[src/rtl/pmc_pkg.sv]
package pmc_pkg;

    typedef enum logic {
        CMD_IDLE = 1'b0,
        CMD_FIRE = 1'b1
    } cmd_state_e;

    typedef enum logic {
        MODE_SMI = 1'b0,
        MODE_SCI = 1'b1
    } mode_state_e;

    typedef enum logic {
        LK_OPEN = 1'b0,
        LK_SHUT = 1'b1
    } lock_state_e;

endpackage

[src/rtl/pmc_cmd_unit.sv]
module pmc_cmd_unit
    import pmc_pkg::*;
#(
    parameter int DATA_W   = 8,
    parameter int CODE_ON  = 'hF1,
    parameter int CODE_OFF = 'hF0
) (
    input  logic              clk,
    input  logic              rst_n,
    input  logic              cmd_wr,
    input  logic [DATA_W-1:0] cmd_data,
    input  logic              gate_ok,
    output logic [DATA_W-1:0] last_cmd,
    output logic              sci_en,
    output logic              smi_pulse
);

    localparam logic [DATA_W-1:0] ON_V  = DATA_W'(CODE_ON);
    localparam logic [DATA_W-1:0] OFF_V = DATA_W'(CODE_OFF);

    cmd_state_e  cmd_q, cmd_d;
    mode_state_e mode_q, mode_d;
    logic        is_on, is_off, fire_req;

    assign is_on    = cmd_wr && (cmd_data == ON_V);
    assign is_off   = cmd_wr && (cmd_data == OFF_V);
    assign fire_req = cmd_wr && !(cmd_data == ON_V) && !(cmd_data == OFF_V) && gate_ok;

    // state registers
    always_ff @(posedge clk or negedge rst_n) begin
        if (!rst_n) begin
            cmd_q    <= CMD_IDLE;
            mode_q   <= MODE_SMI;
            last_cmd <= '0;
        end else begin
            cmd_q  <= cmd_d;
            mode_q <= mode_d;
            if (cmd_wr) begin
                last_cmd <= cmd_data;
            end
        end
    end

    // transitions
    always_comb begin
        cmd_d = cmd_q;
        unique case (cmd_q)
            CMD_IDLE: if (fire_req) cmd_d = CMD_FIRE;
            CMD_FIRE: cmd_d = fire_req ? CMD_FIRE : CMD_IDLE;
            default:  cmd_d = CMD_IDLE;
        endcase
        mode_d = mode_q;
        unique case (mode_q)
            MODE_SMI: if (is_on)  mode_d = MODE_SCI;
            MODE_SCI: if (is_off) mode_d = MODE_SMI;
            default:  mode_d = MODE_SMI;
        endcase
    end

    // outputs
    always_comb begin
        unique case (cmd_q)
            CMD_FIRE: smi_pulse = 1'b1;
            default:  smi_pulse = 1'b0;
        endcase
        unique case (mode_q)
            MODE_SCI: sci_en = 1'b1;
            default:  sci_en = 1'b0;
        endcase
    end

endmodule

[src/rtl/pmc_smien_reg.sv]
module pmc_smien_reg #(
    parameter int DATA_W  = 8,
    parameter int GEN_BIT = 0
) (
    input  logic              clk,
    input  logic              rst_n,
    input  logic              wr,
    input  logic [DATA_W-1:0] data,
    input  logic              locked,
    output logic [DATA_W-1:0] value
);

    for (genvar b = 0; b < DATA_W; b++) begin : g_bit
        if (b == GEN_BIT) begin : g_guarded
            always_ff @(posedge clk or negedge rst_n) begin
                if (!rst_n) begin
                    value[b] <= 1'b0;
                end else if (wr && !locked) begin
                    value[b] <= data[b];
                end
            end
        end else begin : g_plain
            always_ff @(posedge clk or negedge rst_n) begin
                if (!rst_n) begin
                    value[b] <= 1'b0;
                end else if (wr) begin
                    value[b] <= data[b];
                end
            end
        end
    end

endmodule

[src/rtl/pmc_ctl_bank.sv]
module pmc_ctl_bank
    import pmc_pkg::*;
#(
    parameter int DATA_W     = 8,
    parameter int CTRL_BYTES = 8,
    parameter int LOCK_BIT   = 4
) (
    input  logic                          clk,
    input  logic                          rst_n,
    input  logic                          wr,
    input  logic [$clog2(CTRL_BYTES)-1:0] widx,
    input  logic [DATA_W-1:0]             data,
    input  logic [$clog2(CTRL_BYTES)-1:0] ridx,
    output logic [DATA_W-1:0]             rd_byte,
    output logic                          locked
);

    localparam int IDX_W = $clog2(CTRL_BYTES);

    logic [DATA_W-1:0] bytes_q [CTRL_BYTES];
    lock_state_e       lk_q, lk_d;
    logic              byte0_lock_img;

    for (genvar i = 0; i < CTRL_BYTES; i++) begin : g_byte
        always_ff @(posedge clk or negedge rst_n) begin
            if (!rst_n) begin
                bytes_q[i] <= '0;
            end else if (wr && (widx == IDX_W'(i))) begin
                bytes_q[i] <= data;
            end
        end
    end

    // lock bit of byte 0 as it stands after the current write
    assign byte0_lock_img = (widx == '0) ? data[LOCK_BIT] : bytes_q[0][LOCK_BIT];

    always_ff @(posedge clk or negedge rst_n) begin
        if (!rst_n) begin
            lk_q <= LK_OPEN;
        end else begin
            lk_q <= lk_d;
        end
    end

    always_comb begin
        lk_d = lk_q;
        unique case (lk_q)
            LK_OPEN: if (wr && byte0_lock_img) lk_d = LK_SHUT;
            LK_SHUT: lk_d = LK_SHUT;
            default: lk_d = LK_OPEN;
        endcase
    end

    always_comb begin
        unique case (lk_q)
            LK_SHUT: locked = 1'b1;
            default: locked = 1'b0;
        endcase
        rd_byte = bytes_q[ridx];
        if (ridx == '0) begin
            rd_byte[LOCK_BIT] = locked;
        end
    end

endmodule

[src/rtl/pmc_smi_port.sv]
module pmc_smi_port #(
    parameter int DATA_W     = 8,
    parameter int ADDR_W     = 4,
    parameter int CMD_ADDR   = 0,
    parameter int SMIEN_ADDR = 1,
    parameter int CTRL_BASE  = 8,
    parameter int CTRL_BYTES = 8,
    parameter int CODE_ON    = 'hF1,
    parameter int CODE_OFF   = 'hF0,
    parameter int GEN_BIT    = 0,
    parameter int CMD_EN_BIT = 5,
    parameter int LOCK_BIT   = 4
) (
    input  logic              clk,
    input  logic              rst_n,
    input  logic              wr_en,
    input  logic [ADDR_W-1:0] wr_addr,
    input  logic [DATA_W-1:0] wr_data,
    input  logic [ADDR_W-1:0] rd_addr,
    output logic [DATA_W-1:0] rd_data,
    output logic              sci_en,
    output logic              smi_pulse
);

    localparam int IDX_W = $clog2(CTRL_BYTES);

    logic              cmd_wr, smien_wr, ctl_wr, gate_ok, lock_st;
    logic              rd_in_ctl;
    logic [IDX_W-1:0]  ctl_widx, ctl_ridx;
    logic [DATA_W-1:0] last_cmd, smien_q, ctl_rd;

    assign cmd_wr   = wr_en && (int'(wr_addr) == CMD_ADDR);
    assign smien_wr = wr_en && (int'(wr_addr) == SMIEN_ADDR);
    assign ctl_wr   = wr_en && (int'(wr_addr) >= CTRL_BASE)
                            && (int'(wr_addr) < CTRL_BASE + CTRL_BYTES);
    assign ctl_widx = IDX_W'(int'(wr_addr) - CTRL_BASE);
    assign ctl_ridx = IDX_W'(int'(rd_addr) - CTRL_BASE);
    assign rd_in_ctl = (int'(rd_addr) >= CTRL_BASE)
                    && (int'(rd_addr) < CTRL_BASE + CTRL_BYTES);
    assign gate_ok  = smien_q[GEN_BIT] && smien_q[CMD_EN_BIT];

    pmc_cmd_unit #(
        .DATA_W   (DATA_W),
        .CODE_ON  (CODE_ON),
        .CODE_OFF (CODE_OFF)
    ) u_cmd (
        .clk       (clk),
        .rst_n     (rst_n),
        .cmd_wr    (cmd_wr),
        .cmd_data  (wr_data),
        .gate_ok   (gate_ok),
        .last_cmd  (last_cmd),
        .sci_en    (sci_en),
        .smi_pulse (smi_pulse)
    );

    pmc_smien_reg #(
        .DATA_W  (DATA_W),
        .GEN_BIT (GEN_BIT)
    ) u_smien (
        .clk    (clk),
        .rst_n  (rst_n),
        .wr     (smien_wr),
        .data   (wr_data),
        .locked (lock_st),
        .value  (smien_q)
    );

    pmc_ctl_bank #(
        .DATA_W     (DATA_W),
        .CTRL_BYTES (CTRL_BYTES),
        .LOCK_BIT   (LOCK_BIT)
    ) u_ctl (
        .clk     (clk),
        .rst_n   (rst_n),
        .wr      (ctl_wr),
        .widx    (ctl_widx),
        .data    (wr_data),
        .ridx    (ctl_ridx),
        .rd_byte (ctl_rd),
        .locked  (lock_st)
    );

    always_comb begin
        if (int'(rd_addr) == CMD_ADDR) begin
            rd_data = last_cmd;
        end else if (int'(rd_addr) == SMIEN_ADDR) begin
            rd_data = smien_q;
        end else if (rd_in_ctl) begin
            rd_data = ctl_rd;
        end else begin
            rd_data = '0;
        end
    end

endmodule

[config.mk]
export PLATFORM = sky130hd
export DESIGN_NAME = pmc_smi_port
export DESIGN_NICKNAME = d
export VERILOG_FILES = /design/src/rtl/pmc_pkg.sv /design/src/rtl/pmc_cmd_unit.sv /design/src/rtl/pmc_smien_reg.sv /design/src/rtl/pmc_ctl_bank.sv /design/src/rtl/pmc_smi_port.sv
export SDC_FILE = /design/constraint.sdc
export NUM_CORES = 1
export LEC_CHECK = 0
export BUFFER_PORTS_ARGS = -buffer_cell sky130_fd_sc_hd__buf_4
export CAP_MARGIN = 20
export CORE_MARGIN = 10
export CORE_UTILIZATION = 45
export DETAILED_ROUTE_END_ITERATION = 7
export PLACE_DENSITY = 0.69
export SLEW_MARGIN = 20
export SYNTH_ARGS = -nofsm -noshare
export SYNTH_HDL_FRONTEND = slang
export SYNTH_SLANG_ARGS = --single-unit
[constraint.sdc]
create_clock -name clk -period 2.2 [get_ports clk]
set_input_delay 0.11 -clock clk [delete_from_list [all_inputs] [get_ports clk]]
set_output_delay 0.11 -clock clk [all_outputs]
set_load 0.01 [all_outputs]
* Word-level counts from Yosys, hierarchy flattened
Cells that the tools add are included.
** Word-level totals
- Bits in registers :: 83
- Bits of input ports :: 19
- Output and inout bits :: 10
** Operators by class
- Add/subtract/negate cells :: 2
- Order comparisons :: 3
- Equality and inequality tests :: 11
- Multiplexer cells :: 17
- Bitwise logic cells :: 3
- Reduce and logical (&&, ||, !) cells :: 26
** Operator list (count)
- $mux 8 :: 5
- $bmux 8 s3 :: 1
- $logic_and 1x1->1 :: 19
- $eq 8x8->1 const B :: 2
- $eq 3x3->1 const B :: 4
- $ge 4x4->1 const B :: 3
- $mux 1 :: 9
- $eq 4x2->1 const B :: 2
- $logic_not 4->1 :: 2
- $eq 3x2->1 const B :: 2
- $logic_not 3->1 :: 2
- $sub 3x1->3 const B :: 2
- $not 3->4 :: 1
- $pmux 1 s2 :: 2
- $eq 3x1->1 const B :: 1
- $logic_not 1->1 :: 3
- $not 1->1 :: 2

* Depth between registers and ports, before layout
Gate-level depths: netlist of the first run.
- Depth in word-level cells :: 9
- Mapped depth :: 5
- Depth with buffers taken out :: 3

* By module
Synthesis of the first run repeated with hierarchy kept, for this count alone.
** Unflattened totals
- Cells, all modules :: 253
- Area total of the unflattened synthesis :: 4017.6 sq um
** Modules (own cells, without submodules)
- pmc_ctl_bank :: instances 1, cells each 175, area each 3037.9 sq um, seq. area each 1626.6 sq um
- pmc_cmd_unit :: instances 1, cells each 26, area each 397.9 sq um, seq. area each 250.2 sq um
- pmc_smien_reg :: instances 1, cells each 18, area each 319.1 sq um, seq. area each 200.2 sq um
- pmc_smi_port :: instances 1, cells each 34, area each 262.8 sq um, seq. area each 0.0 sq um

* Worst setup path before layout of the first run
No wires, ideal clock.
- Path kind :: input-to-reg
- Start point :: in wr_addr[2]
- End point :: reg u_ctl.bytes_q[56] in the netlist's numbering
- Setup time :: 125 ps
- Arrival :: 1086 ps
- Data required time :: 2075 ps
- Setup slack :: 989 ps
- Stages on the path :: 4
- Buffers on the path :: 1
- Cell sequence :: nand3b_1 -> or3_1 -> buf_2 -> mux2_2
** On the way
- Cells in the longest elaborated chain, start to end :: 3
** Ends and longest elaborated chain
- start, declared :: line pmc_smi_port.sv:17 : input logic [ADDR_W-1:0] wr_addr,
- $sub 3x1->3 or $ge 4x4->1 (tied branches) :: line pmc_smi_port.sv:36, pmc_smi_port.sv:34
- $logic_not 3->1 or $logic_and 1x1->1 (tied branches) :: line pmc_ctl_bank.sv:28, pmc_smi_port.sv:34
- $logic_and 1x1->1 (*) :: line pmc_ctl_bank.sv:28 : end else if (wr && (widx == IDX_W'(i))) begin
- end signal, assigned by index :: line pmc_ctl_bank.sv:29 : bytes_q[i] <= data;
- end, declared :: line pmc_ctl_bank.sv:20 : logic [DATA_W-1:0] bytes_q [CTRL_BYTES];
Mark *: on every way between the ends. The rest lies on a longest branch, timed or not.
A chain may end at the register's enable or synchronous reset.

* Final worst setup path of the first run
- Start point :: in rd_addr[0]
- End point :: out rd_data[2]
** On the way
- Cells in the longest elaborated chain, start to end :: 8
** Ends and longest elaborated chain
- start, declared :: line pmc_smi_port.sv:19 : input logic [ADDR_W-1:0] rd_addr,
- $sub 3x1->3 :: line pmc_smi_port.sv:37 : assign ctl_ridx = IDX_W'(int'(rd_addr) - CTRL_BASE);
- $not 3->4 (implied by the code) :: line pmc_ctl_bank.sv:59 : rd_byte = bytes_q[ridx];
- $bmux 8 s3 :: line pmc_ctl_bank.sv:59
- $mux 8 (implied by the code) (2 in series) :: line pmc_ctl_bank.sv:59
- $mux 8 :: line pmc_smi_port.sv:89 : end else if (rd_in_ctl) begin
- $mux 8 :: line pmc_smi_port.sv:87 : end else if (int'(rd_addr) == SMIEN_ADDR) begin
- $mux 8 (*) :: line pmc_smi_port.sv:85 : if (int'(rd_addr) == CMD_ADDR) begin
- end, declared :: line pmc_smi_port.sv:20 : output logic [DATA_W-1:0] rd_data,
Mark *: on every way between the ends. The rest lies on a longest branch, timed or not. The select of a mux whose other input is x is not followed.

==> impl_metrics.csv, run 1 <==
group,metric,value,unit
run_status,status,"completed",
logic_synthesis,synth.top_cells.by_count,"dfrtp_1, mux2_2, mux2i_1",
run,cap_violations,0,
timing,drv_slew,0,
worst_setup_path,reg2regPathDepth,2,
placed_design,place_congestion,0.7840,
pwr,switching_share,25.05,%
clock_tree,clk_path_buf_depth,2,
worst_hold_path,min-delay-start,"wr_en",
layout,area_delta_synth_final,14.76,%
logic_synthesis,yosysWarnings,0,
layout,layout-drive-gt1-share,44.97,%
placed_design,dpl-instance-area,0.004213,mm²
timing,final.min_clock_period,1.589,ns
drt,drt-total-wl,8905,µm
worst_setup_path,cp.arrival,1.48,ns
layout,nFillCells,694,
drt,dr.pass1.iters,4,
timing,finalSetupViolCount,0,
worst_setup_path,timing.rr.start,"u_ctl.lk_q",
timing,rsz0062_at_grt,"false",
timing,timing.fmax,629.2,MHz
logic_synthesis,yosysMostFrequentCell,"dfrtp_1",
grt,grt_pass1_vias,2569,
logic_synthesis,synth_nets,307,
logic_synthesis,synth_top_area_share,53.38,%
floorplanning,dieArea,0.01277,mm²
clock_tree,path_clk_slew,0.08,ns
layout,fin_area,0.004466,mm²
grt,antenna_found_initial,0,
logic_synthesis,syn_avg_cell_area,13.51,µm²
grt,overflow,0,
worst_setup_path,crit_required,2.09,ns
logic_synthesis,synth_area_leaders,"dfrtp_1, mux2_2, mux2i_1",
floorplanning,start_util,46.89,%
logic_synthesis,ys_ff_latch,83,
drt,routed_via_density,5.716,
worst_hold_path,hp-class,"input pin to flop",
clock_tree,cts_root_buffer,"clkbuf_8",
drt,detail-route-antenna-nets,0,
placed_design,dpl.hpwl,5988,µm
pwr,power.switching,1.036,mW
timing,fin_crit_sh,72.24,%
drt,routedWlPerCell,21.05,µm
layout,multi_input_area,0.001728,mm²
layout,regArea,0.002077,mm²
timing,finalHoldViolations,0,
clock_tree,cts_made_buffers,9,
worst_hold_path,hold_path_depth,3,
pwr,powerDensity,925.6,mW/mm²
timing,worst_slew_pin_slew,0.6198,ns
floorplanning,ioPinCount,29,
logic_synthesis,synth_edf_count,0,
logic_synthesis,syn_inst,288,
pwr,clkPwrFrac,32.2,%
grt,grt_max_degree,44,
placed_design,portBuffers,28,
logic_synthesis,ys_seq_area_share,53.38,%
worst_setup_path,worst_setup_path_end_kind,"output port",
worst_setup_path,startpoint,"rd_addr[0]",
drt,drc,0,
pwr,seqPwrFrac,49.3,%
logic_synthesis,syn_area,0.003891,mm²
pwr,power.leakage,2.007,nW
layout,layout.nets,332,
clock_tree,cts_setup_buffers,0,
layout,diodes,0,
logic_synthesis,ys_types,26,
timing,fin_worst_skew,0.01020,ns
clock_tree,clock_latency,0.35,ns
floorplanning,die_h,113.0,µm
clock_tree,cts.sink_count,83,
floorplanning,fp.dieW,113.0,µm
drt,via_count,2418,
pwr,ir_drop,0.3490,mV
timing,timing.slew.headroom,58.64,%
logic_synthesis,synth_ff_type,"dfrtp_1",
pwr,total_power,4.133,mW
pwr,p_comb_share,18.5,%
drt,drt_iter0_drc,77,
floorplanning,core_area,0.008299,mm²
clock_tree,htreeDepth,3,
worst_setup_path,crit_path_max_fanout,24,
pwr,intPower,3.098,mW
timing,setup_tns,0,ns
clock_tree,cts_tree,"built",
grt,grt_pass1_wl,14230,µm
worst_setup_path,critPathKind,"input pin to output port",
grt,grt_usage,14.17,%
floorplanning,row_count,33,
worst_setup_path,cp-start-kind,"input pin",
logic_synthesis,async_flop_share,100.0,%
logic_synthesis,synth_top_area_cell,"dfrtp_1",
-- sequential cells by signal, indices dropped and copies added, names as in the netlist --
signal	count
u_ctl.lk_q	1
u_smien.value	8
u_ctl.bytes_q	64
u_cmd.last_cmd	8
u_cmd.cmd_q	1
u_cmd.mode_q	1
-- power groups by stage --
stage	clock network, mW	registers, mW	logic (mW)
2_1_floorplan	0	2.02	0.557
3_3_place_gp	0	2.05	0.742
3_5_place_dp	0	2.07	0.767
4_1_cts	1.36	2.04	0.773
5_1_grt	1.41	2.09	0.837
6_report	1.33	2.04	0.763
-- cells by family after synthesis --
kind of cell / count (synthesis) / synth area share [%]
buf+inv: 21 / 2.219
flops: 83 / 53.38
mux: 121 / 33.73
compound gates: 27 / 5.434
simple gates: 36 / 5.241
-- path summary, 6_finish.rpt --
kind / to / slack [ns]
max in group asynchronous: u_smien.value[2] / 1.30
setup / recovery: rd_data[2] / 0.61
hold reg to reg: u_ctl.bytes_q[39] / 0.51
setup reg to reg: u_smien.value[0] / 1.06
min in group asynchronous: u_ctl.bytes_q[24] / 0.27
hold / removal: u_ctl.lk_q / 0.06
-- final cells by class --
| type | instances | share of cell area [%] |
|---|---|---|
| timing repair buffer | 34 | 6.332 |
| sequential | 83 | 46.51 |
| tap | 105 | 2.942 |
| inverter | 1 | 0.08406 |
| multi-input combinational | 184 | 38.69 |
| clock buffer | 12 | 3.250 |
| clock inverter | 4 | 2.185 |
-- cells in the final DEF, fill, tap and decap left out --
cell type and instances:
dfrtp_1 83, clkbuf_1 2, nor2b_1 2, clkinvlp_4 1
o21ai_0 1, bufinv_16 3, clkbuf_8 10, nor3_1 1
buf_12 2, nor2_1 10, or3_1 4, a41oi_1 1
nand3b_1 2, and2_1 1, nand4_1 1, nand2_1 3
nor3b_2 1, inv_1 1, nand3_1 1, nor2_2 6
buf_4 31, a211oi_1 1, mux2_2 81, and4_1 1
a31o_2 8, dlygate4sd3_1 1, mux2i_1 40, a22oi_1 16
or3b_1 1, nand2b_1 2
-- metal layers --
layer,global-route usage [%],vias to the layer above,part of all wire [%]
met3,2.958,15,3.5
met5,0,-,0
li1,-,1104,-
met2,23.73,40,50
met4,5.330,0,1.5
met1,17.52,1259,45
-- what timing repair did --
action | CTS | global route
hold endpoints to repair | 40 | 0
gates resized for setup | 0 | 0
hold buffers | 1 | 0
endpoints found under the setup margin | 0 | 0
-- stage by stage --
| step | worst slack [ns] | instances | hold WS, ns | util [%] |
|---|---|---|---|---|
| final | 0.6108 | 423 | 0.06473 | 53.81 |
| after detailed placement | 0.6231 | 406 | 0.1270 | 50.76 |
| after floorplan | 0.9892 | 288 | -0.1856 | - |
| after CTS | 0.6178 | 423 | 0.04872 | 53.81 |
| after global routing | 0.5563 | 423 | 0.08713 | 53.81 |
| after global placement | 0.6257 | 406 | 0.1268 | 50.76 |
-- worst max-delay path: stages --
cell     delay (ns)
buf_4          0.30
buf_12         0.26
mux2i_1        0.25
a22oi_1        0.12
a31o_2         0.28
buf_4          0.14
Note: power is estimated with default switching activity, not from simulation.
==> run 2: changes to the inputs <==
PLACE_DENSITY = 0.71   (was 0.69)
clock period = 1.4 ns   (was 2.2 ns; I/O delays follow)
==> run 2 against run 1 <==
The run now ends with setup timing left. Power increased by 55%. Die area unchanged. Wire length shrank 1.9%. Sequential share of layout area fell by 2.1 points. First-iteration DRC count grew 58%. Clock power increased by 44%. Final area is 4.6% higher. Combinational power grew 69%. Global-route usage grew 0.12 points. Non-clock buffer count grew 12. Largest power group unchanged. Highest routed layer unchanged.
==> impl_metrics.csv, run 2 (synthesis gave the netlist of run 1 again) <==
group,metric,value,unit
run_status,status,"finished with violations",
layout,top_regs,"u_ctl.bytes_q: 64 flops, u_cmd.last_cmd: 8 flops, u_smien.value: 8 flops",
worst_setup_path,crit_chain,"mux2i_2 -> a22oi_2 -> a31o_2 -> buf_6",
timing,fin_ws,-0.09248,ns
grt,overflow,0,
layout,diodes,0,
clock_tree,cts_root_buffer,"clkbuf_8",
pwr,powerDensity,1373,mW/mm²
placed_design,post-place-ws,-0.06478,ns
grt,grt_pass1_wl,14480,µm
worst_setup_path,crit_required,1.33,ns
drt,dr.pass1.iters,5,
run,cap_violations,0,
timing,finalSetupViolCount,9,
drt,drt_iter0_drc,122,
worst_setup_path,worst_setup_path_end_kind,"output port",
floorplanning,die_h,113.0,µm
timing,finalHoldViolations,0,
pwr,total_power,6.416,mW
placed_design,dpl.hpwl,6216,µm
drt,routedWlPerCell,20.08,µm
worst_setup_path,startpoint,"u_ctl.bytes_q[43]",
layout,area_delta_synth_final,20.06,%
floorplanning,dieArea,0.01277,mm²
pwr,ir_drop,0.5036,mV
timing,timing.slew.headroom,52.46,%
worst_setup_path,path_buf_inv,1,
timing,worst_slew_pin_slew,0.7116,ns
layout,mostFrequentLayoutCell,"dfrtp_1",
layout,final_cell_mix,"dfrtp_1, mux2_2, mux2i_1, buf_4, a22oi_1",
worst_setup_path,path_depth,4,
layout,nFillCells,697,
clock_tree,cts_made_buffers,9,
worst_setup_path,reg2regPathDepth,4,
run_status,violations,"setup timing",
worst_hold_path,min-delay-start,"wr_en",
clock_tree,clock_latency,0.34,ns
drt,drt-total-wl,8736,µm
clock_tree,path_clk_slew,0.08,ns
layout,top_register,"u_ctl.bytes_q",
pwr,power.leakage,2.093,nW
grt,grt_pass1_vias,2552,
worst_setup_path,crit_family,"flip-flops",
worst_setup_path,timing.rr.start,"u_ctl.lk_q",
clock_tree,cts_tree,"built",
drt,drc,0,
worst_setup_path,cp.arrival,1.42,ns
layout,layout.nets,344,
layout,multi_input_area,0.001747,mm²
drt,routed_via_density,5.632,
worst_setup_path,critPathKind,"flop to output port",
layout,regArea,0.002077,mm²
timing,drv_slew,0,
worst_hold_path,hp-class,"input pin to flop",
worst_setup_path,crit_path_max_fanout,2,
clock_tree,htreeDepth,3,
worst_setup_path,cpPeakStageDelay,0.40,ns
timing,fin_worst_skew,0.002827,ns
worst_setup_path,endpoint,"rd_data[3]",
floorplanning,fp.dieW,113.0,µm
clock_tree,clk_path_buf_depth,2,
floorplanning,core_area,0.008299,mm²
placed_design,portBuffers,28,
clock_tree,cts.sink_count,83,
floorplanning,start_util,46.89,%
layout,largest_register_ffs,64,
layout,layout-drive-gt1-share,49.09,%
timing,final.min_clock_period,1.492,ns
placed_design,place_congestion,0.7938,
worst_setup_path,cp-start-kind,"flop",
worst_setup_path,cp_slowest_cell,"dfrtp_1",
timing,fin_crit_sh,106.6,%
grt,grt_max_degree,33,
timing,timing.fmax,670.0,MHz
drt,via_count,2450,
worst_setup_path,reg2reg_slack,-0.02,ns
grt,grt_usage,14.29,%
worst_setup_path,worst_r2r_endpoint,"u_smien.value[0]",
drt,detail-route-antenna-nets,0,
floorplanning,row_count,33,
floorplanning,ioPinCount,29,
timing,holdWs,0.01565,ns
timing,rsz0062_at_grt,"true",
grt,antenna_found_initial,0,
run 2: per-stage QoR:
step | instances | instance area (µm²) | setup TNS, ns | utilization [%]
4_1_cts | 434 | 4649 | -0.6478 | 56.02
2_1_floorplan | 288 | 3891 | 0 | -
3_3_place_gp | 415 | 4368 | 0 | 52.63
3_5_place_dp | 415 | 4368 | -0.1745 | 52.63
5_1_grt | 435 | 4672 | -1.264 | 56.29
6_report | 435 | 4672 | -0.5290 | 56.29
run 2: power by group:
group	switching, mW	internal [mW]	total [mW]
combinational	0.529	0.760	1.29
sequential	0.272	2.94	3.21
clock	0.826	1.09	1.92
total	1.63	4.79	6.42
run 2: what timing repair did:
item,4_1_cts,5_1_grt
hold buffers,1,0
setup buffers,2,1
setup endpoints to repair,8,8
pin swaps,19,5
resized for setup,8,4
hold endpoints to repair,83,0
run 2: final cells by class:
cell class              instances  area share [%]
repair buffers                 46           10.42
multi-input cells             184           37.39
inverters                       1         0.08034
clock inverters                 5           1.607
well taps                     105           2.812
flip-flops and latches         83           44.46
clock buffers                  11           3.240
run 2: per-layer routing:
metal	share of wire, %	vias up	track usage (%)
li1	-	1128	-
met1	47	1281	19.18
met2	49	32	21.81
met3	3.5	9	3.170
met4	1.3	0	5.753
met5	0	-	0
run 2: worst register-to-register path, stage by stage (launching register included):
cell and delay, ns:
dfrtp_1 0.40, buf_4 0.13, buf_4 0.13, or3b_4 0.36
mux2_2 0.28
run 2: worst min-delay path by stage:
| stage | slack (ns) | depth (start not counted) | endpoint |
|---|---|---|---|
| after global placement | -0.008 | 1 | u_ctl.bytes_q[40] |
| after detailed placement | 0.003 | 1 | u_ctl.bytes_q[32] |
| after CTS | 0.002 | 3 | u_ctl.lk_q |
| after global routing | 0.03 | 3 | u_ctl.lk_q |
| final | 0.02 | 3 | u_ctl.lk_q |
| after floorplan | -0.23 | 0 | u_cmd.cmd_q |
==> run 3: changes to the inputs <==
==> constraint.sdc (replaced) <==
create_clock -name clk -period 1.4 [get_ports clk]
set_input_delay 0 -clock clk [delete_from_list [all_inputs] [get_ports clk]]
set_output_delay 0 -clock clk [all_outputs]
set_load 0.01 [all_outputs]
==> run 3 against run 2 <==
The flow still finishes with violations (setup timing). Clock-buffer cell count rose by 1. Critical path depth did not move. Hold slack improved by 0.023 ns. Clock skew rose by 0.0019 ns. Critical endpoint is now rd_data[5]. Power rose by 0.51%. Via count rose by 0.65%. Non-clock buffer count rose by 12. Setup slack improved by 0.085 ns. Wire length fell by 0.63%. Final area rose by 2.2%.
==> impl_metrics.csv, run 3 (synthesis gave the netlist of run 1 again) <==
group,metric,value,unit
run_status,status,"finished with violations",
run_status,violations,"setup timing",
pwr,power.switching,1.623,mW
placed_design,place_congestion,0.7686,
timing,timing.fmax,710.6,MHz
clock_tree,cts_tree,"built",
grt,overflow,0,
floorplanning,core_area,0.008299,mm²
timing,drv_slew,0,
drt,drc,0,
placed_design,portBuffers,28,
clock_tree,cts_root_buffer,"clkbuf_8",
pwr,clkPwrFrac,29.7,%
worst_setup_path,cp.arrival,1.41,ns
grt,antenna_found_initial,0,
pwr,powerDensity,1351,mW/mm²
clock_tree,htreeDepth,3,
floorplanning,ioPinCount,29,
layout,final_cell_mix,"dfrtp_1, mux2_2, mux2i_1, buf_4, a22oi_1",
grt,grt_max_degree,37,
worst_setup_path,cp-start-kind,"flop",
worst_setup_path,crit_path_max_fanout,2,
layout,diodes,0,
drt,routedWlPerCell,19.42,µm
timing,finalSetupViolCount,3,
pwr,switching_share,25.17,%
worst_hold_path,hp-class,"input pin to flop",
worst_setup_path,crit_required,1.40,ns
floorplanning,fp.dieW,113.0,µm
pwr,power.leakage,2.144,nW
layout,area_delta_synth_final,22.70,%
floorplanning,dieArea,0.01277,mm²
placed_design,dpl-instance-area,0.004338,mm²
floorplanning,die_h,113.0,µm
layout,layout-drive-gt1-share,48.25,%
timing,final.min_clock_period,1.407,ns
grt,use_met3,2.377,%
layout,fin_util,57.53,%
floorplanning,row_count,33,
drt,via_count,2466,
timing,finalHoldViolations,0,
clock_tree,path_clk_slew,0.08,ns
run,cap_violations,0,
layout,fin_area,0.004775,mm²
layout,largest_register_ffs,64,
clock_tree,cts.sink_count,83,
timing,timing.slew.headroom,55.00,%
pwr,ir_drop,0.4681,mV
timing,fin_crit_sh,100.5,%
drt,drt-total-wl,8681,µm
grt,grt_pass1_vias,2658,
timing,fin_worst_skew,0.004682,ns
layout,mostFrequentLayoutCell,"dfrtp_1",
floorplanning,start_util,46.89,%
layout,top_register,"u_ctl.bytes_q",
pwr,seqPwrFrac,49.8,%
worst_setup_path,critPathKind,"flop to output port",
layout,top_regs,"u_ctl.bytes_q: 64 flops, u_cmd.last_cmd: 8 flops, u_smien.value: 8 flops",
grt,grt_use_met2,22.12,%
drt,drt_iter0_drc,89,
worst_setup_path,worst_setup_path_end_kind,"output port",
timing,holdWs,0.03862,ns
timing,fin_ws,-0.007254,ns
clock_tree,clk_path_buf_depth,2,
grt,grt_usage,13.85,%
placed_design,dpl.hpwl,6102,µm
layout,nFillCells,658,
pwr,intPower,4.826,mW
drt,dr.pass1.iters,4,
clock_tree,clock_latency,0.34,ns
timing,worst_slew_pin_slew,0.6736,ns
grt,busiest_layer,"met2",
drt,detail-route-antenna-nets,0,
drt,routed_via_density,5.517,
grt,grtUsageMet1,18.10,%
grt,grt_pass1_wl,14200,µm
clock_tree,cts_made_buffers,9,
pwr,p_comb_share,20.5,%
pwr,total_power,6.449,mW
timing,rsz0062_at_grt,"true",
layout,layout.nets,356,
## run 3: area by class of cell
| cell class | count | area, µm² | area share, % |
|---|---|---|---|
| multi-input combinational | 184 | 1765 | 36.98 |
| inverter | 1 | 3.754 | 0.07862 |
| sequential | 83 | 2077 | 43.50 |
| tap | 105 | 131.4 | 2.752 |
| clock inverter | 4 | 72.57 | 1.520 |
| clock buffer | 12 | 155.1 | 3.249 |
| timing repair buffer | 58 | 569.3 | 11.92 |
## run 3: timing repair
| action | 4_1_cts | 5_1_grt |
|---|---|---|
| endpoints found under the hold margin | 96 | 0 |
| hold buffers | 10 | 0 |
| pin swaps | 17 | 5 |
| endpoints found under the setup margin | 8 | 41 |
| gates resized for setup | 8 | 9 |
| cloned | 0 | 0 |
| buffers inserted | 4 | 1 |
## run 3: final timing paths
| kind | cells past startpoint | from | endpoint | slack [ns] |
|---|---|---|---|---|
| setup / recovery | 4 | u_ctl.bytes_q[37] | rd_data[5] | -0.007 |
| hold / removal | 2 | wr_data[1] | u_smien.value[1] | 0.04 |
| setup reg to reg | 3 | u_ctl.lk_q | u_smien.value[0] | 0.14 |
| hold reg to reg | 1 | u_ctl.bytes_q[21] | u_ctl.bytes_q[21] | 0.51 |
| max in group asynchronous | 3 | rst_n | u_ctl.bytes_q[61] | 0.68 |
| min in group asynchronous | 2 | rst_n | u_ctl.bytes_q[40] | 0.17 |
## run 3: power groups by stage
stage	clock, mW	sequential, mW	combinational [mW]
floorplan	0	3.17	0.876
global placement	0	3.22	1.20
detailed placement	0	3.25	1.23
CTS	1.96	3.20	1.32
global route	2.05	3.28	1.46
finish	1.91	3.21	1.32
## run 3: layer usage
layer | vias to the layer above | wire [µm]
met1 | 1261 | 4110
met3 | 8 | 251
li1 | 1159 | -
met4 | 0 | 104
met2 | 38 | 4216
met5 | - | 0
## run 3: stage by stage
stage | setup TNS [ns] | cells | setup WS [ns]
floorplan | 0 | 288 | 0.2992
global placement | 0 | 416 | 0.1446
detailed placement | 0 | 416 | 0.1246
CTS | -0.1699 | 446 | -0.04985
global route | -0.6098 | 447 | -0.09637
finish | -0.01724 | 447 | -0.007254
## run 3: worst max-delay path, cell delays in order, from the launching register on
cell     delay (ns)
dfrtp_1        0.38
mux2i_1        0.18
a22oi_2        0.12
a31o_2         0.28
buf_6          0.12
